### src/rtl/irq_pkg.sv
package irq_pkg;
    localparam int REG_AW = 4;
    localparam logic [REG_AW-1:0] A_TMR_FLAG = 4'd0;
    localparam logic [REG_AW-1:0] A_SW_FLAG  = 4'd1;
    localparam logic [REG_AW-1:0] A_PRT_FLAG = 4'd2;
    localparam logic [REG_AW-1:0] A_TMR_MASK = 4'd3;
    localparam logic [REG_AW-1:0] A_SW_MASK  = 4'd4;
    localparam logic [REG_AW-1:0] A_GRP_MASK = 4'd5;
    localparam logic [REG_AW-1:0] A_GRP_CMP  = 4'd6;
    localparam logic [REG_AW-1:0] A_PIN_CTRL = 4'd7;

    typedef enum logic {
        GRP_MATCH = 1'b0,
        GRP_DIFF  = 1'b1
    } grp_state_t;
endpackage

### src/rtl/irq_sync.sv
module irq_sync #(
    parameter int W = 10
) (
    input  logic         clk,
    input  logic         rst_n,
    input  logic [W-1:0] d,
    output logic [W-1:0] q,
    output logic [W-1:0] prev
);
    logic [W-1:0] meta;

    always_ff @(posedge clk or negedge rst_n) begin
        if (!rst_n) begin
            meta <= '0;
            q    <= '0;
            prev <= '0;
        end else begin
            meta <= d;
            q    <= meta;
            prev <= q;
        end
    end


    prev_track_chk: assert property (@(posedge clk) disable iff (!rst_n)
        1'b1 |=> prev == $past(q));
endmodule

### src/rtl/irq_grp_fsm.sv
module irq_grp_fsm
    import irq_pkg::*;
#(
    parameter int N = 4
) (
    input  logic         clk,
    input  logic         rst_n,
    input  logic [N-1:0] pins,
    input  logic [N-1:0] cmp,
    input  logic [N-1:0] mask,
    output logic         fire
);
    grp_state_t state, state_nx;
    logic       match;

    assign match = (((pins ^ cmp) & mask) == '0);

    always_ff @(posedge clk or negedge rst_n) begin
        if (!rst_n) state <= GRP_MATCH;
        else        state <= state_nx;
    end

    always_comb begin
        state_nx = state;
        fire     = 1'b0;
        unique case (state)
            GRP_MATCH: if (!match) begin
                state_nx = GRP_DIFF;
                fire     = 1'b1;
            end
            GRP_DIFF: if (match) state_nx = GRP_MATCH;
            default: state_nx = GRP_MATCH;
        endcase
    end


    grp_fire_next_chk: assert property (@(posedge clk) disable iff (!rst_n)
        fire |=> state == GRP_DIFF);

    grp_no_refire_chk: assert property (@(posedge clk) disable iff (!rst_n)
        fire |=> !fire);
endmodule

### src/rtl/irq_flag_reg.sv
module irq_flag_reg #(
    parameter int W = 3
) (
    input  logic         clk,
    input  logic         rst_n,
    input  logic [W-1:0] set,
    input  logic         clr,
    output logic [W-1:0] q
);
    always_ff @(posedge clk or negedge rst_n) begin
        if (!rst_n) q <= '0;
        else        q <= (clr ? '0 : q) | set;
    end


    set_wins_chk: assert property (@(posedge clk) disable iff (!rst_n)
        (set != '0) |=> ((q & $past(set)) == $past(set)));

    read_clears_chk: assert property (@(posedge clk) disable iff (!rst_n)
        (clr && set == '0) |=> q == '0);

    sticky_chk: assert property (@(posedge clk) disable iff (!rst_n)
        !clr |=> ((q & $past(q)) == $past(q)));
endmodule

### src/rtl/irq_factor_ctrl.sv
module irq_factor_ctrl
    import irq_pkg::*;
#(
    parameter int TMR_N  = 3,
    parameter int SW_N   = 2,
    parameter int GRP_N  = 4,
    parameter int DATA_W = 4
) (
    input  logic              clk,
    input  logic              rst_n,
    input  logic [TMR_N-1:0]  tmr_tap,
    input  logic [SW_N-1:0]   sw_tap,
    input  logic [GRP_N-1:0]  grp_pin,
    input  logic              edge_pin,
    input  logic              glb_en,
    input  logic              rd_en,
    input  logic              wr_en,
    input  logic [REG_AW-1:0] addr,
    input  logic [DATA_W-1:0] wr_data,
    output logic [DATA_W-1:0] rd_data,
    output logic              irq
);
    localparam int SRC_W = TMR_N + SW_N + GRP_N + 1;

    logic [SRC_W-1:0] s_cur, s_prev;
    logic [TMR_N-1:0] tmr_cur, tmr_prev, tmr_set, tmr_flag, tmr_mask;
    logic [SW_N-1:0]  sw_cur, sw_prev, sw_set, sw_flag, sw_mask;
    logic [GRP_N-1:0] grp_cur, grp_mask, grp_cmp;
    logic             pin_cur, pin_prev, pin_set, pin_en, pin_fall_sel;
    logic             grp_fire;
    logic [1:0]       prt_flag;

    irq_sync #(.W(SRC_W)) u_sync (
        .clk(clk), .rst_n(rst_n),
        .d({tmr_tap, sw_tap, grp_pin, edge_pin}),
        .q(s_cur), .prev(s_prev)
    );

    assign {tmr_cur, sw_cur, grp_cur, pin_cur} = s_cur;
    assign tmr_prev = s_prev[SRC_W-1 -: TMR_N];
    assign sw_prev  = s_prev[SW_N+GRP_N -: SW_N];
    assign pin_prev = s_prev[0];

    assign tmr_set = tmr_prev & ~tmr_cur;
    assign sw_set  = sw_prev & ~sw_cur;
    assign pin_set = pin_en & (pin_fall_sel ? (pin_prev & ~pin_cur)
                                            : (~pin_prev & pin_cur));

    irq_grp_fsm #(.N(GRP_N)) u_grp (
        .clk(clk), .rst_n(rst_n),
        .pins(grp_cur), .cmp(grp_cmp), .mask(grp_mask),
        .fire(grp_fire)
    );

    irq_flag_reg #(.W(TMR_N)) u_tmr_flag (
        .clk(clk), .rst_n(rst_n), .set(tmr_set),
        .clr(rd_en && addr == A_TMR_FLAG), .q(tmr_flag)
    );
    irq_flag_reg #(.W(SW_N)) u_sw_flag (
        .clk(clk), .rst_n(rst_n), .set(sw_set),
        .clr(rd_en && addr == A_SW_FLAG), .q(sw_flag)
    );
    irq_flag_reg #(.W(2)) u_prt_flag (
        .clk(clk), .rst_n(rst_n), .set({pin_set, grp_fire}),
        .clr(rd_en && addr == A_PRT_FLAG), .q(prt_flag)
    );

    always_ff @(posedge clk or negedge rst_n) begin
        if (!rst_n) begin
            tmr_mask     <= '0;
            sw_mask      <= '0;
            grp_mask     <= '0;
            grp_cmp      <= '0;
            pin_en       <= 1'b0;
            pin_fall_sel <= 1'b0;
        end else if (wr_en) begin
            unique case (addr)
                A_TMR_MASK: tmr_mask <= wr_data[TMR_N-1:0];
                A_SW_MASK:  sw_mask  <= wr_data[SW_N-1:0];
                A_GRP_MASK: grp_mask <= wr_data[GRP_N-1:0];
                A_GRP_CMP:  grp_cmp  <= wr_data[GRP_N-1:0];
                A_PIN_CTRL: {pin_fall_sel, pin_en} <= wr_data[1:0];
                default: ;
            endcase
        end
    end

    always_comb begin
        rd_data = '0;
        unique case (addr)
            A_TMR_FLAG: rd_data = DATA_W'(tmr_flag);
            A_SW_FLAG:  rd_data = DATA_W'(sw_flag);
            A_PRT_FLAG: rd_data = DATA_W'(prt_flag);
            A_TMR_MASK: rd_data = DATA_W'(tmr_mask);
            A_SW_MASK:  rd_data = DATA_W'(sw_mask);
            A_GRP_MASK: rd_data = DATA_W'(grp_mask);
            A_GRP_CMP:  rd_data = DATA_W'(grp_cmp);
            A_PIN_CTRL: rd_data = DATA_W'({pin_fall_sel, pin_en});
            default:    rd_data = '0;
        endcase
    end

    assign irq = glb_en & ((|(tmr_flag & tmr_mask)) | (|(sw_flag & sw_mask)) |
                           (prt_flag[0] & (|grp_mask)) | (prt_flag[1] & pin_en));


    irq_needs_en_chk: assert property (@(posedge clk) disable iff (!rst_n)
        !glb_en |-> !irq);

    irq_tmr_raise_chk: assert property (@(posedge clk) disable iff (!rst_n)
        (glb_en && (tmr_flag & tmr_mask) != '0) |-> irq);

    flag_no_write_chk: assert property (@(posedge clk) disable iff (!rst_n)
        (wr_en && !rd_en && addr == A_TMR_FLAG && tmr_set == '0) |=> $stable(tmr_flag));

    pin_masked_chk: assert property (@(posedge clk) disable iff (!rst_n)
        (!pin_en && !(rd_en && addr == A_PRT_FLAG)) |=> prt_flag[1] == $past(prt_flag[1]));
endmodule

### config.mk
export PLATFORM = sky130hd
export DESIGN_NAME = irq_factor_ctrl
export DESIGN_NICKNAME = d
export VERILOG_FILES = /design/src/rtl/irq_pkg.sv /design/src/rtl/irq_sync.sv /design/src/rtl/irq_grp_fsm.sv /design/src/rtl/irq_flag_reg.sv /design/src/rtl/irq_factor_ctrl.sv
export SDC_FILE = /design/constraint.sdc
export NUM_CORES = 1
export LEC_CHECK = 0
export BUFFER_PORTS_ARGS = -buffer_cell sky130_fd_sc_hd__buf_2
export CORE_MARGIN = 3
export CORE_UTILIZATION = 35
export DETAILED_ROUTE_END_ITERATION = 8
export HOLD_SLACK_MARGIN = 0.1
export PLACE_DENSITY = 0.62
export SYNTH_ARGS = -nofsm -noshare
export SYNTH_HDL_FRONTEND = slang
export SYNTH_SLANG_ARGS = --single-unit
### constraint.sdc
create_clock -name clk -period 1.5 [get_ports clk]
set_input_delay 0.15 -clock clk [delete_from_list [all_inputs] [get_ports clk]]
set_output_delay 0.15 -clock clk [all_outputs]
set_load 0.03 [all_outputs]
==> results.md <==
- The number of placement rows is 26.
- The detailed router finished its first iteration with between 80 and 90 violations.
- The final number of setup-violating endpoints is 3.
- The cell with the most instances after synthesis is dfrtp_1.
- The area share of fa/ha/maj cells after synthesis is 0%.
- The min-delay analysis places its worst path in the category input pin to register.
- The category of the worst setup path launch point is a register.
- The post-synthesis share of cell area spent on and, or, nand and nor gates is ~10%.
- The number of nets handed over by synthesis was roughly 170.
- The total leakage power is around 0.0012 uW.
- The critical path goes through buf_6 > and4b_1 > a21oi_2 > o221a_2 > nor2_2 > buf_6.
- Of all cell types, the one taking the most synthesized area is dfrtp_1.
- The final route contains 1301 vias.
- The number of antenna violations at the first check in global routing came to 0.
- The cell count after synthesis came out at approximately 140.
- In the routed design, unresolved DRC markers number 0.
- Ranked by total cell area, the synthesized netlist is headed by dfrtp_1 (64%), mux2_2 (8.2%), a22oi_1 (3.5%).
- The vias per cell is approximately 4.7.
- Entering global routing, the biggest net connects 50 pins.
- The number of max-slew violations in the final report is 0.
- The post-synthesis share of cell area spent on xor and xnor gates is between 1.5 and 2%.
- For this design the ratio of total power to cell area is 1224 nW/um2.
- The final estimated routing congestion in global placement is about 0.83.
- The endpoint kind of the worst setup timing path is a primary output.
- The share of the clock period used by the worst path is 108.7%.
- The most prevalent standard cell on the critical path is buf_6.
- For the worst setup path, the data required time is 1.35 ns.
- The filler cells instantiated in the layout total roughly 500.
- The count of nets left with antenna violations once routing finished came out at 0.
- After detailed routing, the total wire length is approximately 4000 um.
- The clock tree buffer depth is 2.
- The total routing usage reported by global routing is 13.66%.
- The die extent in x is approximately 80 um.
- The number of sinks handled by clock tree synthesis is 49.
- The share of cell area taken by muxes after synthesis is 10.33%.
- After synthesis, the largest family of logic cells by area is compound AO/OA/AOI/OAI gates.
- Counting flops with a built-in enable in the synthesized netlist gives 0.
- The biggest fanout along the worst timing path is 2.
- For this run, the detailed router's first-pass iteration total came to 4.
- Counting flops with an async set or reset pin after synthesis yields a share of 100.0%.
- The worst path in the final design needs a cycle of 1.631 ns, including I/O delays and setup.
- The count of cell types in the netlist is 32.
- The initial cell density of the core is about 37%.
- On the final layout, the worst clock skew is ~0.0099 ns.
- The setup slack of the critical path after layout is -0.1311 ns.
- The data arrival time of the critical path is about 1.5 ns.
- For this run, the leading register cell type out of synthesis is dfrtp_1.
- The number of H-tree levels is 2.
- The tightest hold path in the finished design has a slack of roughly 0.13 ns.
- The diode insertion count for antenna repair is 0.
- The tool flagged a number of max-cap violations equal to 0.
- Cells with a size suffix above 1 make up 41.55% of the layout.
- The CTS root buffer is clkbuf_8.
- The setup check on the worst reg-to-reg path leaves a slack of 0.24 ns.
- The number of buffers created by CTS is 5.
- In this run the biggest area consumer among cell types represents between 60% and 70% of the synthesized area.
- The number of buffer cells added on primary ports is 27.
- Clock-pin slew was measured on the worst setup and hold paths at roughly 0.09 ns.
- The mapped netlist covers around 1900 um2.
- The library cell contributing the largest single delay on the critical path is dfrtp_1.
- The final reports fail on negative setup slack.
- Summing all placed instances gives a cell area of 2246 um2.
- Setup repair after global routing could not meet its margin everywhere.
- For this run, the post-layout net count is around 230.
- The first global-routing pass estimated between 6000 and 7000 um of wire.
- The hold violation count in the final report is 0.
- TritonCTS built the clock tree.
- The signed area change from the synthesized netlist to the final layout is 35.25%.
- The floorplan step defined a die boundary enclosing approximately 6400 um2.
- The insertion delay to the later sink of the worst-skew pair is about 0.30 ns.
- After floorplanning, the core was sized to cover about 5200 um2.
- For the pin with the worst max-slew slack, the measured transition is between 0.3 and 0.4 ns.
- In this design, the stage delay of the slowest critical-path cell is slightly above 0.4 ns.
- After detailed routing, the average wire length per cell comes to 14.32 um.
- The flow ran to the end, but the final reports show violations.
- The worst relative slew slack is around three quarters.
- Derived from the worst setup path, the maximum achievable clock frequency is 613.1 MHz.
- Summing all non-filler instances in the final layout gives an area of around 2600 um2.
- The HPWL reported at the end of detailed placement is between 2000 and 3000 um.
- During I/O placement, the number of pins put on the boundary was 28.
- The total overflow left after global routing is 0.
- During synthesis, Yosys emitted a total of 0 warnings.
- The commonest cells after synthesis are dfrtp_1 (49), mux2_2 (14), nand2_1 (14).
- Across the VDD grid, the largest voltage drop is approximately 0.43 mV.
- The kind of critical path is register to primary output.
- The compound-gate portion of the synthesized area is approximately 11%.
- The floorplan step set the die height to about 80 um.
- The via count of the first global-routing pass was between 1000 and 1500.
- Of the synthesized area, sequential elements account for between 60% and 70%.
- After synthesis, the mean cell area works out to between 10 and 15 um2.
- The register bit count reported by yosys is 49.
[state kept, by name, summed over array words and instances (netlist names)]
name	flops
u_sw_flag.q	2
grp_cmp	4
pin_fall_sel	1
u_sync.q	10
u_grp.state	1
pin_en	1
u_prt_flag.q	2
u_sync.prev	6
tmr_mask	3
sw_mask	2
grp_mask	4
u_tmr_flag.q	3
u_sync.meta	10
[per-stage QoR]
step                      power [uW]  utilization (%)  cells  worst slack, ns  TNS [ns]
after floorplan                 1898                -    143         0.005789         0
after global placement          2121            43.15    252          0.06784         0
after detailed placement        2140            43.15    252          0.02861         0
after CTS                       3176            49.01    275          -0.1638   -0.3706
after global routing            3341            49.71    277          -0.2356   -0.5447
final                           3167            49.71    277          -0.1311   -0.2307
[layout by cell type, fill, tap and decap left out, drive strengths merged, types with 2 or more instances in the layout]
cell type    netlist  layout
a21o               2       2
a21oi              3       3
a221oi             2       2
a22oi              9       9
buf                4      48
clkbuf             0       5
dfrtp             49      49
dlygate4sd3        0      12
inv                7       7
mux2              16      16
nand2             14      14
nand3              2       2
nor2               4       4
nor2b              2       2
nor3b              4       4
o21ai              7       7
xor2               4       4
[cell families (layout without fill, tap and decap cells)]
group,after synthesis,in the layout
buf+inv,11,75
xor+xnor,4,4
compound gates,31,31
flops,49,49
mux,17,17
simple gates,31,31
[what timing repair did]
item / CTS / global route
gates resized for setup: 13 / 7
hold endpoints to repair: 61 / 0
pin swaps: 3 / 2
setup buffers: 3 / 2
setup endpoints to repair: 4 / 5
hold buffers: 12 / 0
[where the power goes]
part	switching (uW)	internal [uW]	total, uW
Combinational	268	361	628
Clock	430	499	928
Sequential	124	1490	1610
[worst max-delay path, delay by kind of cell, from the launching register on]
| family | cells | cell delay [ns] |
|---|---|---|
| AOI/OAI and AO/OA | 2 | 0.30 |
| DFF | 1 | 0.41 |
| buffers and inverters | 2 | 0.26 |
| and+or+nand+nor | 2 | 0.22 |
[final timing paths]
kind / from / endpoint / cells past startpoint
worst min register to register: u_sync.meta[3] / u_sync.q[3] / 0
worst max register to register: grp_mask[1] / u_prt_flag.q[0] / 5
max in group asynchronous: rst_n / pin_en / 3
worst min-delay path: wr_data[2] / grp_mask[2] / 2
worst max-delay path: grp_mask[1] / rd_data[1] / 6
min in group asynchronous: rst_n / u_grp.state / 3
[area by class of cell]
class / instances / area (um2) / share of cell area, %
sequential: 49 / 1227 / 47.44
multi-input combinational: 83 / 681.9 / 26.35
timing repair buffer: 60 / 449.2 / 17.36
tap: 70 / 87.58 / 3.385
clock buffer: 5 / 68.82 / 2.660
clock inverter: 3 / 46.29 / 1.789
inverter: 7 / 26.28 / 1.015
[per-layer routing]
metal  part of all wire [%]  wire (um)  GRT usage [%]
met1                     46       1830          18.17
met2                     48       1886          21.11
met3                    3.7        148          3.047
met4                    2.6        103          6.419
met5                      0          0              0
No activity file was read; power rests on OpenSTA's default activity.
